File: config.mk
export PLATFORM = sky130hd
export DESIGN_NAME = pcie_rp_bringup
export DESIGN_NICKNAME = d
export VERILOG_FILES = /design/src/rtl/pcie_rp_bringup_pkg.sv /design/src/rtl/bu_sync.sv /design/src/rtl/bu_wait_timer.sv /design/src/rtl/bu_axi_ungate.sv /design/src/rtl/pcie_rp_bringup.sv
export SDC_FILE = /design/constraint.sdc
export NUM_CORES = 1
export LEC_CHECK = 0
export ABC_CLOCK_PERIOD_IN_PS = 2580
export BUFFER_PORTS_ARGS = -buffer_cell sky130_fd_sc_hd__buf_2
export CAP_MARGIN = 20
export CORE_MARGIN = 4
export CORE_UTILIZATION = 35
export CTS_BUF_LIST = sky130_fd_sc_hd__clkbuf_8
export DETAILED_ROUTE_END_ITERATION = 8
export SLEW_MARGIN = 5
export SYNTH_ARGS = -nofsm -noshare
export SYNTH_HDL_FRONTEND = slang
export SYNTH_SLANG_ARGS = --single-unit
File: constraint.sdc
create_clock -name clk -period 2.58 [get_ports clk]
set_clock_uncertainty 0.1 [all_clocks]
set_input_delay 0.516 -clock clk [delete_from_list [all_inputs] [get_ports clk]]
set_output_delay 0.516 -clock clk [all_outputs]
set_load 0.02 [all_outputs]
File: src/rtl/pcie_rp_bringup_pkg.sv
package pcie_rp_bringup_pkg;
   localparam int NUM_REG_SRC = 3;
   localparam int NUM_HW_SRC  = 9;
   localparam int NUM_RST_SRC = NUM_REG_SRC + NUM_HW_SRC;
   localparam int NUM_AXI     = 3;
   localparam int CLK_STEPS   = 2 * NUM_AXI;
   localparam int CLK_IDX_W   = $clog2(CLK_STEPS);

   localparam logic [3:0] RC_DEVTYPE = 4'd4;
   localparam logic [NUM_RST_SRC-1:0] HW_SEL_MASK =
      {{NUM_HW_SRC{1'b1}}, {NUM_REG_SRC{1'b0}}};

   typedef enum logic [3:0] {
      ST_IDLE, ST_ASSERT, ST_LTSSM_OFF, ST_DEVTYPE, ST_WAIT,
      ST_PERST_REL, ST_AUX, ST_CLK, ST_PWUP_REL, ST_BTN_REL,
      ST_LTSSM_ON, ST_FINISH
   } bu_state_e;
endpackage

File: src/rtl/bu_sync.sv
module bu_sync #(
   parameter int STAGES = 2
) (
   input  logic clk,
   input  logic rst_n,
   input  logic d,
   output logic q
);
   initial assert (STAGES >= 1) else $error("bu_sync: STAGES must be >= 1");

   generate
      if (STAGES == 1) begin : g_single
         logic r;
         always_ff @(posedge clk or negedge rst_n) begin
            if (!rst_n) r <= 1'b0;
            else        r <= d;
         end
         assign q = r;
      end else begin : g_chain
         logic [STAGES-1:0] sh;
         always_ff @(posedge clk or negedge rst_n) begin
            if (!rst_n) sh <= '0;
            else        sh <= {sh[STAGES-2:0], d};
         end
         assign q = sh[STAGES-1];
      end
   endgenerate
endmodule

File: src/rtl/bu_wait_timer.sv
module bu_wait_timer #(
   parameter int COUNT = 1250
) (
   input  logic clk,
   input  logic rst_n,
   input  logic load,
   output logic expired
);
   localparam int CW = $clog2(COUNT + 1);
   localparam logic [CW-1:0] LOAD_V = CW'(COUNT - 1);

   initial assert (COUNT >= 1) else $error("bu_wait_timer: COUNT must be >= 1");

   logic [CW-1:0] cnt;

   always_ff @(posedge clk or negedge rst_n) begin
      if (!rst_n)          cnt <= '0;
      else if (load)       cnt <= LOAD_V;
      else if (cnt != '0)  cnt <= cnt - 1'b1;
   end

   assign expired = (cnt == '0);

   AST_TIMER_HOLDS_ZERO: assert property (@(posedge clk) disable iff (!rst_n)
      (expired && !load) |=> expired);
endmodule

File: src/rtl/bu_axi_ungate.sv
module bu_axi_ungate #(
   parameter int PORTS = 3,
   parameter int IW    = 3
) (
   input  logic             clk,
   input  logic             rst_n,
   input  logic             step,
   input  logic [IW-1:0]    idx,
   output logic [PORTS-1:0] req,
   output logic [PORTS-1:0] stop
);
   initial assert ((1 << IW) >= 2 * PORTS) else $error("bu_axi_ungate: IW too small");

   for (genvar p = 0; p < PORTS; p++) begin : g_port
      always_ff @(posedge clk or negedge rst_n) begin
         if (!rst_n) begin
            req[p]  <= 1'b0;
            stop[p] <= 1'b1;
         end else if (step) begin
            if (idx == IW'(2 * p))     req[p]  <= 1'b1;
            if (idx == IW'(2 * p + 1)) stop[p] <= 1'b0;
         end
      end

      AST_REQ_BEFORE_UNGATE: assert property (@(posedge clk) disable iff (!rst_n)
         $fell(stop[p]) |-> req[p]);
   end
endmodule

File: src/rtl/pcie_rp_bringup.sv
module pcie_rp_bringup
   import pcie_rp_bringup_pkg::*;
#(
   parameter int CYC_PER_US  = 125,
   parameter int WAIT_US     = 10,
   parameter int SYNC_STAGES = 2
) (
   input  logic                   clk,
   input  logic                   rst_n,
   input  logic                   start,
   input  logic                   link_up_raw,
   output logic                   ep_rst_in_n,
   output logic                   ep_rst_out_n,
   output logic                   pwup_rst_n,
   output logic                   btn_rst_n,
   output logic [NUM_RST_SRC-1:0] rst_src_sel,
   output logic [3:0]             dev_type,
   output logic                   aux_pwr_det,
   output logic [NUM_AXI-1:0]     axi_clk_req,
   output logic [NUM_AXI-1:0]     axi_clk_stop,
   output logic                   ltssm_en,
   output logic                   done,
   output logic                   link_up
);
   localparam int WAIT_CYC = CYC_PER_US * WAIT_US;
   localparam logic [CLK_IDX_W-1:0] CLK_LAST = CLK_IDX_W'(CLK_STEPS - 1);

   initial assert (CYC_PER_US >= 1 && WAIT_US >= 1)
      else $error("pcie_rp_bringup: delay parameters must be positive");

   bu_state_e            state;
   logic [CLK_IDX_W-1:0] clk_idx;
   logic                 tmr_expired;
   logic                 link_s;

   bu_wait_timer #(.COUNT(WAIT_CYC)) u_timer (
      .clk     (clk),
      .rst_n   (rst_n),
      .load    (state == ST_DEVTYPE),
      .expired (tmr_expired)
   );

   bu_axi_ungate #(.PORTS(NUM_AXI), .IW(CLK_IDX_W)) u_ungate (
      .clk   (clk),
      .rst_n (rst_n),
      .step  (state == ST_CLK),
      .idx   (clk_idx),
      .req   (axi_clk_req),
      .stop  (axi_clk_stop)
   );

   bu_sync #(.STAGES(SYNC_STAGES)) u_link_sync (
      .clk   (clk),
      .rst_n (rst_n),
      .d     (link_up_raw),
      .q     (link_s)
   );

   always_ff @(posedge clk or negedge rst_n) begin
      if (!rst_n) begin
         state        <= ST_IDLE;
         ep_rst_in_n  <= 1'b0;
         ep_rst_out_n <= 1'b0;
         pwup_rst_n   <= 1'b0;
         btn_rst_n    <= 1'b0;
         rst_src_sel  <= '0;
         dev_type     <= '0;
         aux_pwr_det  <= 1'b0;
         ltssm_en     <= 1'b0;
         done         <= 1'b0;
         clk_idx      <= '0;
      end else begin
         case (state)
            ST_IDLE: begin
               if (start) begin
                  done  <= 1'b0;
                  state <= ST_ASSERT;
               end
            end
            ST_ASSERT: begin
               ep_rst_in_n  <= 1'b0;
               ep_rst_out_n <= 1'b0;
               pwup_rst_n   <= 1'b0;
               btn_rst_n    <= 1'b0;
               rst_src_sel  <= HW_SEL_MASK;
               state        <= ST_LTSSM_OFF;
            end
            ST_LTSSM_OFF: begin
               ltssm_en <= 1'b0;
               state    <= ST_DEVTYPE;
            end
            ST_DEVTYPE: begin
               dev_type <= RC_DEVTYPE;
               state    <= ST_WAIT;
            end
            ST_WAIT: begin
               if (tmr_expired) state <= ST_PERST_REL;
            end
            ST_PERST_REL: begin
               ep_rst_in_n  <= 1'b1;
               ep_rst_out_n <= 1'b1;
               state        <= ST_AUX;
            end
            ST_AUX: begin
               aux_pwr_det <= 1'b1;
               clk_idx     <= '0;
               state       <= ST_CLK;
            end
            ST_CLK: begin
               if (clk_idx == CLK_LAST) begin
                  clk_idx <= '0;
                  state   <= ST_PWUP_REL;
               end else begin
                  clk_idx <= clk_idx + 1'b1;
               end
            end
            ST_PWUP_REL: begin
               pwup_rst_n <= 1'b1;
               state      <= ST_BTN_REL;
            end
            ST_BTN_REL: begin
               btn_rst_n <= 1'b1;
               state     <= ST_LTSSM_ON;
            end
            ST_LTSSM_ON: begin
               if (!ltssm_en) ltssm_en <= 1'b1;
               state <= ST_FINISH;
            end
            ST_FINISH: begin
               done  <= 1'b1;
               state <= ST_IDLE;
            end
            default: state <= ST_IDLE;
         endcase
      end
   end

   assign link_up = done & link_s;

   AST_DEVTYPE_BEFORE_PERST: assert property (@(posedge clk) disable iff (!rst_n)
      $rose(ep_rst_out_n) |-> (dev_type == RC_DEVTYPE && !ltssm_en));
   AST_PERST_AFTER_WAIT: assert property (@(posedge clk) disable iff (!rst_n)
      $rose(ep_rst_in_n) |-> tmr_expired);
   AST_AUX_BEFORE_CLK: assert property (@(posedge clk) disable iff (!rst_n)
      (axi_clk_req != $past(axi_clk_req)) |-> aux_pwr_det);
   AST_PWUP_AFTER_CLOCKS: assert property (@(posedge clk) disable iff (!rst_n)
      $rose(pwup_rst_n) |-> (axi_clk_stop == '0));
   AST_BTN_AFTER_PWUP: assert property (@(posedge clk) disable iff (!rst_n)
      $rose(btn_rst_n) |-> pwup_rst_n);
   AST_DONE_WITH_LTSSM: assert property (@(posedge clk) disable iff (!rst_n)
      $rose(done) |-> (ltssm_en && btn_rst_n));
endmodule

==> results of run 1 <==
## power by group
part           switching, mW  internal (mW)
registers              0.210          0.703
logic                  0.492          0.320
clock network          0.182          0.269
total                  0.885           1.29
## cell type report
class | count | area share, %
flip-flops and latches | 34 | 46.09
multi-input cells | 107 | 35.56
repair buffers | 27 | 7.287
clock buffers | 8 | 5.938
well taps | 52 | 3.509
inverters | 8 | 1.619
## cells in the final DEF (no fill, tap or decap), types with 6 or more instances in the layout
master,instances
nand2_1,10
inv_1,8
conb_1,6
a21oi_1,9
dfrtp_1,31
clkbuf_8,8
nor2_1,17
o21ai_0,7
buf_2,27
## per-layer routing
| layer | vias up | global-route usage, % |
|---|---|---|
| met5 | - | 0 |
| met4 | 0 | 5.338 |
| met3 | 6 | 4.333 |
| met2 | 36 | 18.05 |
| met1 | 574 | 13.36 |
| li1 | 591 | - |
## state kept, by name, summed over array words and instances (netlist names)
name                    cells
aux_pwr_det                 1
btn_rst_n                   1
clk_idx                     3
dev_type                    1
done                        1
ep_rst_out_n                1
ltssm_en                    1
pwup_rst_n                  1
rst_src_sel                 1
state                       4
u_link_sync.g_chain.sh      2
u_timer.cnt                11
u_ungate.req                3
u_ungate.stop               3
## synthesized netlist by cell type (all sizes together) (3+ instances only)
| cell type | instances | share of area, % |
|---|---|---|
| dfrtp | 31 | 46 |
| buf | 17 | 7.7 |
| nor2 | 17 | 3.8 |
| nand2 | 10 | 2.2 |
| a21oi | 9 | 2.7 |
| inv | 8 | 1.8 |
| o21ai | 7 | 2.1 |
| and2 | 4 | 1.5 |
| clkbuf | 4 | 1.5 |
| nand2b | 4 | 1.5 |
| nand3 | 4 | 1.2 |
| a31o | 3 | 1.6 |
| and3 | 3 | 1.2 |
| dfstp | 3 | 4.7 |
| nor4 | 3 | 1.1 |
| o31ai | 3 | 1.3 |
| or4 | 3 | 1.8 |
## cell families after synthesis
family,Yosys count,share of synthesized area [%]
adders and majority gates,2,1.490
other,1,0.2233
buffers and inverters,29,10.95
xor gates and xnor gates,2,1.043
AOI/OAI and AO/OA,38,15.57
muxes,3,1.937
and+or+nand+nor,56,17.88
DFF,34,50.89
## worst min-delay path by stage
stage | depth (start not counted) | from | endpoint | slack [ns]
after global routing | 1 | link_up_raw | u_link_sync.g_chain.sh[0]$_DFF_PN0_ | 0.22
after global placement | 0 | u_link_sync.g_chain.sh[0]$_DFF_PN0_ | u_link_sync.g_chain.sh[1]$_DFF_PN0_ | 0.23
after floorplan | 0 | rst_n | aux_pwr_det$_DFFE_PN0P_ | 0.12
final | 1 | rst_n | state[1]$_DFFE_PN0P_ | 0.20
after detailed placement | 0 | u_link_sync.g_chain.sh[0]$_DFF_PN0_ | u_link_sync.g_chain.sh[1]$_DFF_PN0_ | 0.24
after CTS | 1 | rst_n | clk_idx[1]$_DFFE_PN0P_ | 0.21
## through the flow
stage,cell area [µm²],utilization (%)
2_1_floorplan,1698,-
3_3_place_gp,1744,38.72
3_5_place_dp,1744,38.72
4_1_cts,1854,41.17
5_1_grt,1854,41.17
6_report,1854,41.17
## worst max-delay path: cells and delay by family, from the launching register on
family / cells / cell delay, ns
adders and majority gates: 1 / 0.23
xor gates and xnor gates: 1 / 0.15
and+or+nand+nor: 3 / 1.11
DFF: 1 / 0.42
buffers and inverters: 1 / 0.07
==> impl_metrics.toml, run 1 <==
[status]
status = "completed"

[logic_synthesis]
ys_seq_elements = 34
ys_async_sr_fraction_pct = 100.0
ys.flop_type = "dfrtp_1"
yosysWarnings = 0
synth.distinct_cells = 46
synthCells = 165
synth_area_um2 = 1679
yosysSeqAreaShare_pct = 50.89
syn_avg_cell_area_um2 = 10.18
synth_edf_count = 0

[critical_path]
cp_max_fo = 6
r2r_cells = 6
rrSetupSlack_ns = 0.37
crit_path_start = "u_timer.cnt[0]$_DFFE_PN0P_"
crit_path_cell_trace = "inv_1 > ha_1 > or4b_1 > or4_4 > xnor2_1 > nand2_1"
reg2reg_to = "u_timer.cnt[0]$_DFFE_PN0P_"
cpPeakStageDelay_ns = 0.54
cp_data_arrival_time_ns = 2.27
critPathLaunchType = "flip-flop"
crit_type = "reg2reg"
critPathSlowestCell = "or4b_1"
critPathRequiredTime_ns = 2.65
endpoint = "u_timer.cnt[0]$_DFFE_PN0P_"
end_kind = "flip-flop"
reg2reg_from = "u_timer.cnt[0]$_DFFE_PN0P_"

[sta]
tns_ns = 0
fmax_mhz = 453.3
finalHoldViolCount = 0
worstMarginPinSlew_ns = 0.7452
rsz0062_at_grt = "no"
fin_ws_ns = 0.3741
final-setup-viol-count = 0
period_share_pct = 85.50
fin_crit_ns = 2.206
relSlewSlack_pct = 50.32
drv_slew = 0
hold_slack_ns = 0.1961

[route]
highest_layer = "met4"
wirelength_um = 3156
ant_nets = 0
dr.first_iter.drc_count = 45
wl_per_cell_um = 13.37
num_vias = 1207
wl_met2_um = 1464
post-route-drc-count = 0
wl_met1_um = 1443
wl_met3_um = 186
viasPerCell = 5.114
dr.pass1.iters = 4

[pwr]
irDropWorstVdd_mv = 0.2766
leakage_nw = 0.8378
power_mw = 2.177
p_per_area_nw_per_um2 = 1174

[finish]
seqCellArea_um2 = 854.6
multi_input_area_um2 = 659.4
diodes = 0
layout-drive-gt1-share_pct = 27.17
area_growth_pct = 10.43
nets = 189
finalNonFillerCells = 236
fill_cells = 427

[global_routing]
grt_overflow_total = 0
first_global_vias = 1171
grt_pass1_wl_um = 5313
antenna_found_initial = 0
grt_max_degree = 35
grt_usage_pct = 11.31

[floorplanning]
die_h_um = 77.27
start_util_pct = 37.28
io_pins = 34
die_area_um2 = 5970
die_x_um = 77.27
core_um2 = 4504
rows = 24

[clock_tree]
cts_tree = "done"
holdBufCountCts = 0
cts_setup_buffers = 0
clock-root-buffer = "clkbuf_8"
cts_buffer_depth = 2
numCtsBuffers = 5
clock_latency_ns = 0.28
ctsResizeCount = 0
htree_num_levels = 2
cts.sinks = 34
clk_pin_slew_ns = 0.07

[place]
dpl.hpwl_um = 2242
dpl.cell_count = 228
place_ws_ns = 0.3844
gp_congestion = 0.7398
portBuffers = 27

[hold_path]
hp-class = "in2async"

[run]
drv_cap = 0
No activity file was read; power rests on OpenSTA's default activity.
==> run 2, diff against run 1 <==
Settings changed: CORE_UTILIZATION 35 to 25.
==> impl_metrics.toml, run 2 (same netlist as run 1, synthesis figures left out) <==
[sta]
drv_slew = 0
relSlewSlack_pct = 48.95
fin_ws_ns = 0.3817
finalHoldViolCount = 0
tns_ns = 0
fmax_mhz = 454.9
period_share_pct = 85.20
rsz0062_at_grt = "no"
hold_slack_ns = 0.1988
final-setup-viol-count = 0
fin_crit_ns = 2.198
worstMarginPinSlew_ns = 0.7657

[route]
ant_nets = 0
viasPerCell = 4.467
num_vias = 1166
wl_met1_um = 1449
dr.first_iter.drc_count = 58
wirelength_um = 3184
post-route-drc-count = 0
dr.pass1.iters = 4
highest_layer = "met4"
wl_per_cell_um = 12.20
wl_met3_um = 168
wl_met2_um = 1491

[clock_tree]
cts_buffer_depth = 2
cts.sinks = 34
clk_pin_slew_ns = 0.07
clock_latency_ns = 0.29
cts_tree = "done"
ctsResizeCount = 0
clock-root-buffer = "clkbuf_8"
htree_num_levels = 2
numCtsBuffers = 5
holdBufCountCts = 0
cts_setup_buffers = 0

[place]
gp_congestion = 0.7285
dpl.hpwl_um = 2231
placed_cell_area_um2 = 1775
portBuffers = 27
place_ws_ns = 0.4045

[pwr]
power_mw = 2.113
leakage_nw = 0.8341
power_frac_seq_pct = 42.8
intPower_mw = 1.232
switchingPower_uw = 881.1
p_sw_share_pct = 41.69
clock_power_share_pct = 18.9
p_per_area_nw_per_um2 = 1133
irDropWorstVdd_mv = 0.2320
combinationalPowerShare_pct = 38.3

[finish]
largestRegisters = "u_timer.cnt (11), state (4)"
layout-drive-gt1-share_pct = 26.09
largest_reg_flops = 11
diodes = 0
area_growth_pct = 11.10
final_cell_mix = "31 x dfrtp_1, 27 x buf_2, 17 x nor2_1"
nets = 189
design_area_um2 = 1866
final_common_cell = "dfrtp_1"
top_register = "u_timer.cnt"

[critical_path]
cp_max_fo = 6
critPathLaunchType = "flip-flop"
cp_data_arrival_time_ns = 2.27
crit_type = "reg2reg"
critPathRequiredTime_ns = 2.65
end_kind = "flip-flop"

[global_routing]
grt_max_degree = 35
grt_overflow_total = 0
first_global_vias = 1100
grt_usage_pct = 8.431
grt_pass1_wl_um = 5444
antenna_found_initial = 0

[hold_path]
hp-class = "in2async"

[floorplanning]
die_x_um = 89.96
rows = 29
start_util_pct = 26.14
die_h_um = 89.96
io_pins = 34
core_um2 = 6422
die_area_um2 = 8092

[status]
status = "completed"

[run]
drv_cap = 0
## run 2: through the flow
step                      util (%)  cells
after floorplan                  -    170
after global placement       27.64    253
after detailed placement     27.64    253
after CTS                    29.05    261
after global routing         29.05    261
final                        29.05    261
## run 2: area by class of cell
type	count	area (µm²)
Tap cell	77	96.34
Clock inverter	2	7.507
Multi-Input combinational cell	107	659.4
Fill cell	675	4557
Clock buffer	6	82.58
Sequential cell	34	854.6
Timing Repair Buffer	27	135.1
Inverter	8	30.03
## run 2: worst paths after layout
kind | startpoint | end | slack [ns] | cells past startpoint
min | rst_n | ep_rst_out_n$_DFFE_PN0P_ | 0.20 | 1
min reg2reg | u_link_sync.g_chain.sh[0]$_DFF_PN0_ | u_link_sync.g_chain.sh[1]$_DFF_PN0_ | 0.26 | 0
max | u_timer.cnt[0]$_DFFE_PN0P_ | u_timer.cnt[0]$_DFFE_PN0P_ | 0.38 | 6
max in group asynchronous | rst_n | u_timer.cnt[5]$_DFFE_PN0P_ | 1.69 | 1
max reg2reg | u_timer.cnt[0]$_DFFE_PN0P_ | u_timer.cnt[0]$_DFFE_PN0P_ | 0.38 | 6
min in group clk | link_up_raw | u_link_sync.g_chain.sh[0]$_DFF_PN0_ | 0.24 | 1
## run 2: per-layer routing
metal,vias to the layer above,track usage [%]
met5,-,0
met4,0,4.592
met3,8,3.506
met2,18,13.16
met1,551,9.833
li1,589,-
## run 2: power by group through the flow
stage	logic (mW)	registers, mW	clock network, mW
final	0.809	0.904	0.400
after global routing	0.905	0.940	0.441
after CTS	0.822	0.903	0.413
after detailed placement	0.818	0.909	0
after global placement	0.811	0.908	0
after floorplan	0.678	0.911	0
## run 2: worst max-delay path: stages (launching register included)
cell and delay [ns]:
dfrtp_1 0.41, inv_1 0.07, ha_1 0.23, or4b_1 0.54, or4_4 0.51, xnor2_1 0.15, nand2_1 0.07
==> run 3, diff against run 2 <==
Settings changed: ABC_CLOCK_PERIOD_IN_PS 2580 to 2000, CAP_MARGIN 20 to 40, TNS_END_PERCENT set to 1.
Clock period 2.58 ns to 2 ns, I/O delays scaled along.
==> impl_metrics.toml, run 3 (same netlist as run 1, synthesis figures left out) <==
[finish]
final_cell_mix = "31 x dfrtp_1, 27 x buf_2, 17 x nor2_1"
finalNonFillerCells = 273
largestRegisters = "u_timer.cnt (11), state (4)"
fin_util_pct = 31.60
area_growth_pct = 20.86
layout-drive-gt1-share_pct = 34.18
diodes = 0
nets = 201
final_common_cell = "dfrtp_1"
top_register = "u_timer.cnt"
largest_reg_flops = 11
fill_cells = 661

[hold_path]
hp-class = "in2reg"
whs_path_depth = 1
hp-start = "link_up_raw"
hold_end = "u_link_sync.g_chain.sh[0]$_DFF_PN0_"

[floorplanning]
core_um2 = 6422
io_pins = 34
die_x_um = 89.96
die_h_um = 89.96
rows = 29
die_area_um2 = 8092
start_util_pct = 26.14

[route]
wl_met3_um = 156
dr.first_iter.drc_count = 58
highest_layer = "met4"
wl_per_cell_um = 12.09
dr.pass1.iters = 4
post-route-drc-count = 0
ant_nets = 0
num_vias = 1258
wl_met2_um = 1612
wl_met1_um = 1474
wirelength_um = 3301
viasPerCell = 4.608

[clock_tree]
cts_setup_buffers = 0
clock-root-buffer = "clkbuf_8"
clock_latency_ns = 0.29
htree_num_levels = 2
cts.sinks = 34
clk_pin_slew_ns = 0.07
numCtsBuffers = 5
cts_buffer_depth = 2
cts_tree = "done"

[critical_path]
rrSetupSlack_ns = 0.04
cp_max_fo = 6
r2r_cells = 6
critPathRequiredTime_ns = 2.07
reg2reg_to = "u_timer.cnt[0]$_DFFE_PN0P_"
cp_data_arrival_time_ns = 2.03
end_kind = "flip-flop"
crit_type = "reg2reg"
critPathLaunchType = "flip-flop"
reg2reg_from = "u_timer.cnt[1]$_DFFE_PN0P_"

[pwr]
p_per_area_nw_per_um2 = 1481
leakage_nw = 0.8999
irDropWorstVdd_mv = 0.3614

[global_routing]
grt_overflow_total = 0
grt_max_degree = 35
grt_usage_pct = 8.574
grt_pass1_wl_um = 5685
antenna_found_initial = 0
first_global_vias = 1214

[sta]
final-setup-viol-count = 0
hold_slack_ns = 0.1168
finalHoldViolCount = 0
fmax_mhz = 509.4
period_share_pct = 98.15
rsz0062_at_grt = "yes"
fin_ws_ns = 0.03692
fin_crit_ns = 1.963
drv_slew = 0

[place]
place_ws_ns = 0.03893
portBuffers = 27
dpl.cell_count = 264
gp_congestion = 0.7651
dpl.hpwl_um = 2320

[status]
status = "completed"

[run]
drv_cap = 0
==> run 3: critical path: stages, from the launching register on <==
cell     delay (ns)
dfrtp_1        0.39
inv_2          0.08
ha_4           0.13
or4b_4         0.45
or4_4          0.48
xnor2_1        0.15
nand2_1        0.07
==> run 3: report_power, final <==
group | switching, mW | total [mW] | internal, mW | leakage (nW)
Clock | 0.264 | 0.635 | 0.371 | 0.0504
Combinational | 0.732 | 1.26 | 0.530 | 0.465
Sequential | 0.209 | 1.11 | 0.899 | 0.384
==> run 3: timing repair <==
action / CTS / global route
hold endpoints to repair: 31 / 0
resized for setup: 0 / 3
hold buffers: 1 / 0
endpoints found under the setup margin: 0 / 5
==> run 3: layout make-up <==
cell class | instances | area, µm² | share of cell area (%)
Clock buffer | 5 | 68.82 | 3.391
Sequential cell | 34 | 854.6 | 42.11
Timing Repair Buffer | 39 | 240.2 | 11.84
Inverter | 8 | 30.03 | 1.480
Clock inverter | 3 | 45.04 | 2.219
Multi-Input combinational cell | 107 | 694.4 | 34.22
Tap cell | 77 | 96.34 | 4.747
==> run 3: stage by stage <==
| stage | power (mW) | area (µm²) | setup TNS, ns |
|---|---|---|---|
| 6_report | 3.005 | 2029 | 0 |
| 5_1_grt | 3.224 | 2029 | -0.08910 |
| 4_1_cts | 3.021 | 2011 | 0 |
| 3_5_place_dp | 2.360 | 1887 | 0 |
| 3_3_place_gp | 2.341 | 1887 | 0 |
| 2_1_floorplan | 2.088 | 1714 | -0.08694 |
==> run 3: per-layer routing <==
layer  vias to the layer above  track usage (%)
met5                         -                0
met4                         0            3.444
met3                         8            3.088
met2                        22            13.91
met1                       609            10.36
li1                        619                -
==> run 3: worst max-delay path by stage <==
| stage | cells past startpoint | start | slack (ns) | end |
|---|---|---|---|---|
| after detailed placement | 6 | u_timer.cnt[1]$_DFFE_PN0P_ | 0.04 | u_timer.cnt[0]$_DFFE_PN0P_ |
| final | 6 | u_timer.cnt[1]$_DFFE_PN0P_ | 0.04 | u_timer.cnt[0]$_DFFE_PN0P_ |
| after global routing | 6 | u_timer.cnt[1]$_DFFE_PN0P_ | -0.04 | u_timer.cnt[0]$_DFFE_PN0P_ |
| after CTS | 6 | u_timer.cnt[1]$_DFFE_PN0P_ | 0.01 | u_timer.cnt[0]$_DFFE_PN0P_ |
| after global placement | 6 | u_timer.cnt[1]$_DFFE_PN0P_ | 0.07 | u_timer.cnt[0]$_DFFE_PN0P_ |
| after floorplan | 6 | u_timer.cnt[1]$_DFFE_PN0P_ | -0.04 | state[0]$_DFFE_PN0P_ |
